[src/rtl/fd_pkg.sv]
package fd_pkg;
  localparam int WORD_W    = 32;
  localparam int WORD_B    = WORD_W / 8;
  localparam int WIN_BYTES = 2 + WORD_B;
  localparam int WIN_W     = 8 * WIN_BYTES;
  localparam int LEN_W     = $clog2(WIN_BYTES + 1);
  localparam logic [3:0] REG_NONE = 4'h8;

  typedef enum logic [3:0] {
    OP_NOP   = 4'h0,
    OP_HALT  = 4'h1,
    OP_RRMOV = 4'h2,
    OP_IRMOV = 4'h3,
    OP_RMMOV = 4'h4,
    OP_MRMOV = 4'h5,
    OP_ALU   = 4'h6,
    OP_JMP   = 4'h7,
    OP_CALL  = 4'h8,
    OP_RET   = 4'h9,
    OP_PUSH  = 4'hA,
    OP_POP   = 4'hB
  } opcode_e;
endpackage

[src/rtl/fd_class.sv]
module fd_class
  import fd_pkg::*;
(
  input  logic [3:0]       icode,
  output logic             has_regs,
  output logic             has_const,
  output logic             bad_op,
  output logic [LEN_W-1:0] ilen
);
  always_comb begin
    has_regs  = 1'b0;
    has_const = 1'b0;
    bad_op    = 1'b0;
    case (opcode_e'(icode))
      OP_NOP, OP_HALT, OP_RET: ;
      OP_RRMOV, OP_ALU, OP_PUSH, OP_POP: has_regs = 1'b1;
      OP_JMP, OP_CALL: has_const = 1'b1;
      OP_IRMOV, OP_RMMOV, OP_MRMOV: begin
        has_regs  = 1'b1;
        has_const = 1'b1;
      end
      default: bad_op = 1'b1;
    endcase
    ilen = LEN_W'(1) + LEN_W'(has_regs) + (has_const ? LEN_W'(WORD_B) : LEN_W'(0));
  end
endmodule

[src/rtl/fd_extract.sv]
module fd_extract
  import fd_pkg::*;
(
  input  logic [WIN_W-9:0]  tail,
  input  logic              has_regs,
  input  logic              has_const,
  output logic [3:0]        ra,
  output logic [3:0]        rb,
  output logic [WORD_W-1:0] valc
);
  localparam int SHORT_LO = 0;
  localparam int LONG_LO  = 8;

  logic [WORD_W-1:0] const_short;
  logic [WORD_W-1:0] const_long;

  assign const_short = tail[SHORT_LO +: WORD_W];
  assign const_long  = tail[LONG_LO  +: WORD_W];

  always_comb begin
    ra = has_regs ? tail[7:4] : REG_NONE;
    rb = has_regs ? tail[3:0] : REG_NONE;
    if (!has_const)    valc = '0;
    else if (has_regs) valc = const_long;
    else               valc = const_short;
  end
endmodule

[src/rtl/fd_nextpc.sv]
module fd_nextpc
  import fd_pkg::*;
#(
  parameter int ADDR_W = 32
) (
  input  logic [ADDR_W-1:0] pc,
  input  logic [LEN_W-1:0]  ilen,
  output logic [ADDR_W-1:0] next_pc
);
  assign next_pc = pc + {{(ADDR_W-LEN_W){1'b0}}, ilen};
endmodule

[src/rtl/fetch_decode.sv]
module fetch_decode
  import fd_pkg::*;
#(
  parameter int ADDR_W = 32
) (
  input  logic [ADDR_W-1:0] pc,
  input  logic [WIN_W-1:0]  window,
  output logic [3:0]        icode,
  output logic [3:0]        ifun,
  output logic [3:0]        ra,
  output logic [3:0]        rb,
  output logic [WORD_W-1:0] valc,
  output logic [LEN_W-1:0]  ilen,
  output logic [ADDR_W-1:0] next_pc,
  output logic              has_regs,
  output logic              has_const,
  output logic              bad_op
);
  assign icode = window[7:4];
  assign ifun  = window[3:0];

  fd_class u_class (
    .icode     (icode),
    .has_regs  (has_regs),
    .has_const (has_const),
    .bad_op    (bad_op),
    .ilen      (ilen)
  );

  fd_extract u_extract (
    .tail      (window[WIN_W-1:8]),
    .has_regs  (has_regs),
    .has_const (has_const),
    .ra        (ra),
    .rb        (rb),
    .valc      (valc)
  );

  fd_nextpc #(.ADDR_W(ADDR_W)) u_nextpc (
    .pc      (pc),
    .ilen    (ilen),
    .next_pc (next_pc)
  );
endmodule

[config.mk]
export PLATFORM = sky130hd
export DESIGN_NAME = fetch_decode
export DESIGN_NICKNAME = d
export VERILOG_FILES = /design/src/rtl/fd_pkg.sv /design/src/rtl/fd_class.sv /design/src/rtl/fd_extract.sv /design/src/rtl/fd_nextpc.sv /design/src/rtl/fetch_decode.sv
export SDC_FILE = /design/constraint.sdc
export NUM_CORES = 1
export LEC_CHECK = 0
export ABC_AREA = 1
export BUFFER_PORTS_ARGS = -buffer_cell sky130_fd_sc_hd__buf_2
export CORE_UTILIZATION = 35
export DETAILED_ROUTE_END_ITERATION = 10
export MAX_ROUTING_LAYER = met4
export PLACE_DENSITY_LB_ADDON = 0.2
export SLEW_MARGIN = 40
export SYNTH_ARGS = -nofsm -noshare
export SYNTH_HDL_FRONTEND = slang
export SYNTH_SLANG_ARGS = --single-unit
[constraint.sdc]
create_clock -name vclk -period 1.5
set_input_delay 0 -clock vclk [all_inputs]
set_output_delay 0 -clock vclk [all_outputs]
set_load 0.02 [all_outputs]
==> results.md, run 1 <==
- Initial antenna violation count: 0
- Largest net degree at the start of global routing: 31
- Final Max Tran Viols: 0
- Layout Area Growth over Synthesis: 77.5%
- Post-route antenna net violation count: 0
- WL/cell: 12.1 microns
- Cells after synthesis: approximately 350
- Max_cap viols: 0
- Worst-case vdd ir drop: just under 0.2 mV
- Leakage: 1.75 nW
- Drt first pass iters: 4
- Hold path depth: 0
- IO Count: 166
- Synthesized area per cell: between 4 and 5 sq um
- Port bufs: 158
- Vias: 2,755
- Max-Slew Margin vs Limit: 71.8%
- Final hold slack: around 0.0000069 ns
- Die W: a little over 70 microns
- Die ar.: 5210 sq um
- Worst-path fanout max: 8
- Failing checks: setup timing
- Synthesized Nets: 430
- Routability cong.: 0.920
- Post-DP HPWL: 5670 microns
- Rows: 25
- Hold violation count in the final report: 0
- Grt total ovfl: 0
- WL final: 7000 microns
- Vias in the first global route: 2,306
- Wire length of the first global-routing pass: between 9000 and 10,000 microns
- Initial drt markers: 48
- Post-layout util: 64.8%
- Min-delay worst type: primary input to primary output
- Min-delay src: window[0]
- Sequential cell area fraction in the yosys report: 0%
- Final setup viols: 1
- Max Clk Rate: ~660 MHz
- Synth warn: 0
- # diodes: 0
- Outcome: complete, but fails checks
- Setup WS post-layout: -0.0126 ns
- Critical path class: primary input to primary output
- CP required: 1.50 ns
- Starting Density: 36.5%
- Fin crit period: roughly 1.5 ns
- Overall Global Routing Usage: roughly a quarter
- Yosys cell types: 26
- Hold worst-path end: ifun[0]
- Clkbuf count: 0
- Leading area contributor after synthesis: nand2_1
- Sequential Area: 0 sq um
- Die H: ~72 microns
- Fin nets: 596
- Worst Max-Slew Pin Slew: 0.419 ns
- RSZ-0062 raised after global routing: yes
- Share of layout cells above drive strength 1: 48.0%
- Power Density: between 300 and 400 nW/um^2
- Post-synth top area share: 28.1%
- Hold Buf Count CTS: 0
- Seq cells: 0
- Final worst-path cycle share: 101%
- Largest cells by area after synthesis: nand2_1 (28%), inv_1 (10%), a21oi_1 (9.6%)
- Worst setup SP type: primary input
- Synthesized area: 1730 sq um
- CP Launch Point: window[7]
- Routed vias/inst: between 4 and 5
- Core Box Area: approximately 4700 sq um
- Crit path DAT: about 1.5 ns
- Crit. End Element: primary output
- Drc violations: 0
==> how the worst max path moves through the flow <==
stage,end,cells after the start
5_1_grt,next_pc[13],14
2_1_floorplan,next_pc[15],12
3_3_place_gp,next_pc[31],15
6_report,next_pc[13],14
3_5_place_dp,next_pc[31],15
4_1_cts,next_pc[31],16
==> area by class of cell <==
cell class	count	area [sq um]
inverter	49	186
tap	67	83.8
timing repair buffer	184	1140
multi-input combinational	279	1660
fill	461	1660
==> cell usage in the layout (no fill, tap or decap), types with 2 or more instances in the layout <==
cell	instances
nor3_1	8
a21oi_1	31
nor4_1	2
nor2_1	23
nand4_1	9
xor2_1	4
xor2_2	10
nand3_1	12
o21ai_0	8
buf_6	11
nand2_2	14
nand3b_1	6
nor3_4	3
nand3_2	5
nor2_4	5
inv_2	4
inv_1	44
nand2_1	113
buf_4	45
xnor2_1	4
nand2_4	11
buf_2	125
buf_8	2
==> per-stage QoR <==
| step | area [sq um] | instances | total power [mW] | setup WS, ns | TNS [ns] |
|---|---|---|---|---|---|
| 6_report | 3060 | 579 | 1.07 | -0.0126 | -0.0126 |
| 5_1_grt | 3060 | 579 | 1.15 | -0.128 | -1.39 |
| 4_1_cts | 2860 | 578 | 0.998 | -0.0414 | -0.137 |
| 3_5_place_dp | 2700 | 571 | 0.939 | -0.144 | -1.21 |
| 3_3_place_gp | 2700 | 571 | 0.933 | -0.105 | -0.821 |
| 2_1_floorplan | 1810 | 348 | 0.584 | -0.0144 | -0.0144 |
==> worst max-delay path: stages <==
cell and delay, ns:
buf_8 0.11, nor2_4 0.10, o21ai_2 0.06, nand2_2 0.08
inv_4 0.04, ha_4 0.27, nand2_2 0.05, inv_2 0.04
nand2_2 0.05, nand2_4 0.13, nand2_4 0.08, nor2_4 0.16
xor2_2 0.19, buf_6 0.14
==> kinds of logic after synthesis <==
kind of cell	synth area share (%)
XOR/XNOR	10.1
AND/OR/NAND/NOR	56.8
adder cells (fa/ha/maj)	1.45
buffers and inverters	18.8
AO/OA/AOI/OAI	12.9
==> cell usage after synthesis, types with 5 or more instances <==
cell type  count
nand4_1        9
buf_4         13
nand2_1      129
xnor2_1        5
nand3_1       14
o21ai_0       10
nor2_1        27
a21oi_1       33
inv_1         46
nor3_1         9
nand3b_1       6
xor2_1        13
==> per-layer routing <==
layer,vias to the layer above,track usage [%],share of wire [%]
met5,-,-,0
met4,0,0.436,0.31
met3,4,1.25,5.3
met2,91,47.5,54
met1,1251,28.0,40
li1,1409,-,-
==> where the power goes <==
group | internal (mW) | switching [mW]
Combinational | 0.425 | 0.645
Clock | 0 | 0
Sequential | 0 | 0
==> timing repair <==
item | in CTS | in global routing
pin swaps | 17 | 23
endpoints found under the setup margin | 21 | 54
resized for setup | 36 | 53
gates cloned | 0 | 1
setup buffers | 7 | 1
No activity file was read; power rests on OpenSTA's default activity.
==> inputs of run 2 (changes only) <==
==> constraint.sdc (replaced) <==
create_clock -name vclk -period 1.5
set_input_delay 0.15 -clock vclk [all_inputs]
set_output_delay 0.15 -clock vclk [all_outputs]
set_load 0.02 [all_outputs]
==> run 2 against run 1 <==
Against the previous run:
- critical endpoint is now next_pc[17]
- cell count is 5.2% higher
- largest cell class unchanged
- the flow still finishes with violations (setup timing)
- combinational power is 33% higher
- worst hold slack better by 0.30 ns
- first-iteration DRC count rose to 4.0 times the previous value
- clock-buffer cell count stayed put
- routed wire length up 25%
- sequential share of layout area unchanged
- worst setup slack lost 0.40 ns
- via count is 12% higher
- critical path depth rose by 2
- total power is 33% higher
==> results.md, run 2 (synthesized netlist as in run 1, its figures left out) <==
- Routed vias/inst: 5.05 (was 4.76)
- WL met1: 3280 microns (was 2810 microns)
- Leakage: 2.06 nW (was 1.75 nW)
- Sequential Area: 0 sq um (unchanged)
- Final Max Tran Viols: 0 (unchanged)
- Most frequent cells in the layout: nand2_1 (97), buf_2 (88), buf_4 (82) (was buf_2 (125), nand2_1 (113), buf_4 (45))
- CP required: 1.35 ns (was 1.50 ns)
- WL/cell: 14.3 microns (was 12.1 microns)
- Vias: 3,076 (was 2,755)
- Grt total ovfl: 0 (unchanged)
- Initial drt markers: 194 (was 48)
- Die ar.: 5210 sq um (unchanged)
- Final setup viols: 66 (was 1)
- Top sig layer: met4 (unchanged)
- Port bufs: 158 (unchanged)
- Crit. End Element: primary output (unchanged)
- Vias in the first global route: 2,787 (was 2,306)
- Min-delay worst type: primary input to primary output (unchanged)
- Core Box Area: 4720 sq um (unchanged)
- Placed cell area: 3140 sq um (was 2700 sq um)
- Multi-input gate area: 1990 sq um (was 1660 sq um)
- Met2 WL: 4600 microns (was 3790 microns)
- Drt first pass iters: 5 (was 4)
- Fill cell count: 288 (was 461)
- Final std cells w/o fill: 609 (was 579)
- Largest net degree at the start of global routing: 25 (was 31)
- Design area: 3940 sq um (was 3060 sq um)
- Drc violations: 0 (unchanged)
- Power Density: 360 nW/um^2 (was 349 nW/um^2)
- RSZ-0062 raised after global routing: yes (unchanged)
- Power Total: 1.42 mW (was 1.07 mW)
- Overall Global Routing Usage: 30.2% (was 24.0%)
- Outcome: complete, but fails checks (unchanged)
- Most common cell after layout, fill and taps aside: nand2_1 (was buf_2)
- # diodes: 0 (unchanged)
- Final worst-path cycle share: 128% (was 101%)
- Max-Slew Margin vs Limit: 66.7% (was 71.8%)
- Max Clk Rate: 522 MHz (was 661 MHz)
- Hold violation count in the final report: 0 (unchanged)
- Place WS: -0.455 ns (was -0.144 ns)
- Die H: 72.2 microns (unchanged)
- IO Count: 166 (unchanged)
- Setup WS post-layout: -0.414 ns (was -0.0126 ns)
- Worst-path fanout max: 6 (was 8)
- Placed Instances: 593 (was 571)
- Die W: 72.2 microns (unchanged)
- Fin crit period: 1.91 ns (was 1.51 ns)
- Worst-case vdd ir drop: 0.279 mV (was 0.193 mV)
- Worst Max-Slew Pin Slew: 0.495 ns (was 0.419 ns)
- Share of layout cells above drive strength 1: 60.5% (was 48.0%)
- Layout Area Growth over Synthesis: 128% (was 77.5%)
- Wire length of the first global-routing pass: 12,500 microns (was 9920 microns)
- Clkbuf count: 0 (unchanged)
- Fin nets: 626 (was 596)
- Post-route antenna net violation count: 0 (unchanged)
- Total Neg Setup Slack: -12.08 ns (was -0.0126 ns)
- Rows: 25 (unchanged)
- Crit path DAT: 1.76 ns (was 1.51 ns)
- Initial antenna violation count: 0 (unchanged)
- Routability cong.: 0.963 (was 0.920)
- WL final: 8730 microns (was 7000 microns)
- Metal3 WL: 562 microns (was 371 microns)
- Failing checks: setup timing (unchanged)
- Starting Density: 36.5% (unchanged)
- Post-DP HPWL: 5920 microns (was 5670 microns)
- Critical path class: primary input to primary output (unchanged)
- Worst setup SP type: primary input (unchanged)
- Seq cells: 0 (unchanged)
- Max_cap viols: 0 (unchanged)
==> run 2: cell count changes in the layout (fill, tap and decap cells not counted), moves of 8 or more <==
cell,change
a21oi_1,-20
buf_4,+37
o21ai_0,-8
nand2_1,-16
nand2_2,+13
buf_2,-37
xor2_4,+8
buf_6,+22
a21oi_2,+21
==> run 2: routing by layer <==
layer	up-vias	track usage [%]
met2	160	53.9
met3	32	2.22
met5	-	-
met4	0	9.80
li1	1471	-
met1	1413	35.8
==> run 2: final cells by class <==
cell class / count / share of cell area (%)
multi-input cells: 279 / 50.5
inverters: 49 / 5.05
well taps: 67 / 2.13
repair buffers: 214 / 42.4
==> run 2: timing repair <==
item | in CTS | in global routing
setup buffers | 6 | 5
endpoints found under the hold margin | 0 | 0
pin swaps | 29 | 16
gates resized for setup | 121 | 63
hold buffers | 0 | 0
cloned | 5 | 2
endpoints found under the setup margin | 69 | 69
==> run 2: power breakdown <==
part / internal [mW] / switching, mW
Clock: 0 / 0
Sequential: 0 / 0
Combinational: 0.645 / 0.775
Total: 0.645 / 0.775
==> run 2: stage by stage <==
stage                     hold slack (ns)  util [%]
final                               0.300      83.5
after global routing                0.300      83.5
after CTS                           0.300      77.4
after detailed placement            0.300      66.5
after global placement              0.300      66.5
after floorplan                     0.365         -
==> run 2: worst max-delay path, stage by stage <==
cell and delay [ns]:
buf_8 0.11, nor2_4 0.10, o21ai_2 0.07, nand2_2 0.08, inv_4 0.04, ha_4 0.28
nand2_2 0.05, inv_2 0.06, nand2_4 0.06, nand2_8 0.12, buf_6 0.12, nand3_4 0.09
nor2_1 0.14, nand3_1 0.09, nand2_2 0.09, buf_6 0.11
==> run 2: path summary, 6_finish.rpt <==
check	start	endpoint	slack [ns]	depth (start not counted)
min	window[1]	ifun[1]	0.30	0
max	window[7]	next_pc[17]	-0.41	16
==> inputs of run 3 (changes only) <==
RECOVER_POWER = 100   (was unset)
==> run 3 against run 2 <==
Against the previous run:
- the flow still finishes with violations (setup timing)
- total power fell by 0.44%
- die area stayed put
- non-clock buffer count stayed put
- fmax rose by 0.26%
- critical endpoint unchanged
- largest cell class unchanged
==> results.md, run 3 (synthesized netlist as in run 1, its figures left out) <==
- Largest net degree at the start of global routing: 25 (unchanged)
- Grt total ovfl: 0 (unchanged)
- Max_cap viols: 0 (unchanged)
- Max Clk Rate: 524 MHz (was 522 MHz)
- Sequential Area: 0 sq um (unchanged)
- Drc violations: 0 (unchanged)
- Worst-path fanout max: 6 (unchanged)
- Setup WS post-layout: -0.409 ns (was -0.414 ns)
- Fin nets: 626 (unchanged)
- Placed cell area: 3140 sq um (unchanged)
- Final Max Tran Viols: 0 (unchanged)
- Placed Instances: 593 (unchanged)
- Leakage: 2.03 nW (was 2.06 nW)
- WL met1: 3310 microns (was 3280 microns)
- Routed vias/inst: 5.09 (was 5.05)
- Port bufs: 158 (unchanged)
- Initial drt markers: 174 (was 194)
- Most frequent cells in the layout: nand2_1 (97), buf_4 (82), buf_2 (77) (was nand2_1 (97), buf_2 (88), buf_4 (82))
- Metal3 WL: 548 microns (was 562 microns)
- Worst Path Buf+Inv: 5 (unchanged)
- Met2 WL: 4570 microns (was 4600 microns)
- Fin crit period: 1.91 ns (about the same)
- Hold worst-path end: ifun[1] (unchanged)
- Hold violation count in the final report: 0 (unchanged)
- Total Neg Setup Slack: -13.02 ns (was -12.08 ns)
- Vias: 3,099 (was 3,076)
- Cell mode on critical path: nand2_2 (unchanged)
- Initial antenna violation count: 0 (unchanged)
- Top sig layer: met4 (unchanged)
- Layout Area Growth over Synthesis: 127% (was 128%)
- Starting Density: 36.5% (unchanged)
- Delay-heaviest family, CP: simple AND/OR/NAND/NOR gates (unchanged)
- Post-route antenna net violation count: 0 (unchanged)
- Overall Global Routing Usage: 30.2% (unchanged)
- Max-Slew Margin vs Limit: 69.1% (was 66.7%)
- Most common cell after layout, fill and taps aside: nand2_1 (unchanged)
- Post-layout util: 83.0% (was 83.5%)
- Final worst-path cycle share: 127% (was 128%)
- CP max stage delay: 0.28 ns (about the same)
- IO Count: 166 (unchanged)
- Final hold slack: 0.300 ns (unchanged)
- Die W: 72.2 microns (unchanged)
- RSZ-0062 raised after global routing: yes (unchanged)
- Share of layout cells above drive strength 1: 58.7% (was 60.5%)
- Crit. End Element: primary output (unchanged)
- Core Box Area: 4720 sq um (unchanged)
- WL/cell: 14.3 microns (about the same)
- Post-DP HPWL: 5920 microns (unchanged)
- CP required: 1.35 ns (about the same)
- Critical path class: primary input to primary output (unchanged)
- Worst-case vdd ir drop: 0.275 mV (was 0.279 mV)
- Die ar.: 5210 sq um (unchanged)
- Power Total: 1.41 mW (was 1.42 mW)
- Hold path depth: 0 (unchanged)
- Seq cells: 0 (unchanged)
- Place WS: -0.455 ns (unchanged)
- Slowest cell on crit path: ha_4 (unchanged)
- Crit path DAT: 1.76 ns (about the same)
- Clkbuf count: 0 (unchanged)
- Worst Max-Slew Pin Slew: 0.460 ns (was 0.495 ns)
- Critical Path, Cell by Cell: buf_8 > nor2_4 > o21ai_2 > nand2_2 > inv_4 > ha_4 > nand2_2 > inv_2 > nand2_4 > nand2_8 > buf_6 > nand3_4 > nor2_1 > nand3_1 > nand2_2 > buf_6 (unchanged)
- Die H: 72.2 microns (unchanged)
- Outcome: complete, but fails checks (unchanged)
- Final setup viols: 64 (was 66)
- Power Density: 360 nW/um^2 (about the same)
- Min-delay src: window[1] (unchanged)
- Worst setup SP type: primary input (unchanged)
- # diodes: 0 (unchanged)
- Drt first pass iters: 5 (unchanged)
- Rows: 25 (unchanged)
- Routability cong.: 0.963 (unchanged)
- Design area: 3920 sq um (was 3940 sq um)
- Vias in the first global route: 2,787 (unchanged)
- Wire length of the first global-routing pass: 12,500 microns (unchanged)
- Failing checks: setup timing (unchanged)
- Min-delay worst type: primary input to primary output (unchanged)
- Final std cells w/o fill: 609 (unchanged)
- WL final: 8730 microns (about the same)
## run 3: routing by layer
| metal | global-route usage (%) | vias to the layer above |
|---|---|---|
| li1 | - | 1472 |
| met1 | 35.8 | 1430 |
| met2 | 53.9 | 163 |
| met3 | 2.22 | 34 |
| met4 | 9.80 | 0 |
| met5 | - | - |
## run 3: worst max-delay path by stage
stage,startpoint,slack (ns),cells after the start,end
5_1_grt,window[7],-0.49,16,next_pc[17]
3_3_place_gp,window[7],-0.40,16,next_pc[31]
4_1_cts,window[6],-0.32,16,next_pc[31]
2_1_floorplan,window[7],-0.23,13,next_pc[29]
6_report,window[7],-0.41,16,next_pc[17]
3_5_place_dp,window[7],-0.46,16,next_pc[31]
## run 3: cell type report
cell class | instances | area, sq um
tap | 67 | 83.8
fill | 300 | 801
timing repair buffer | 214 | 1660
inverter | 49 | 191
multi-input combinational | 279 | 1990
## run 3: what timing repair did
action / 4_1_cts / 5_1_grt
gates cloned: 5 / 2
setup buffers: 6 / 5
endpoints found under the setup margin: 69 / 69
hold buffers: 0 / 0
gates resized for setup: 121 / 63
endpoints found under the hold margin: 0 / 0
pin swaps: 29 / 16
## run 3: power breakdown
group          internal [mW]  total, mW  switching, mW
logic                  0.638       1.41          0.775
clock network              0          0              0
registers                  0          0              0
total                  0.638       1.41          0.775
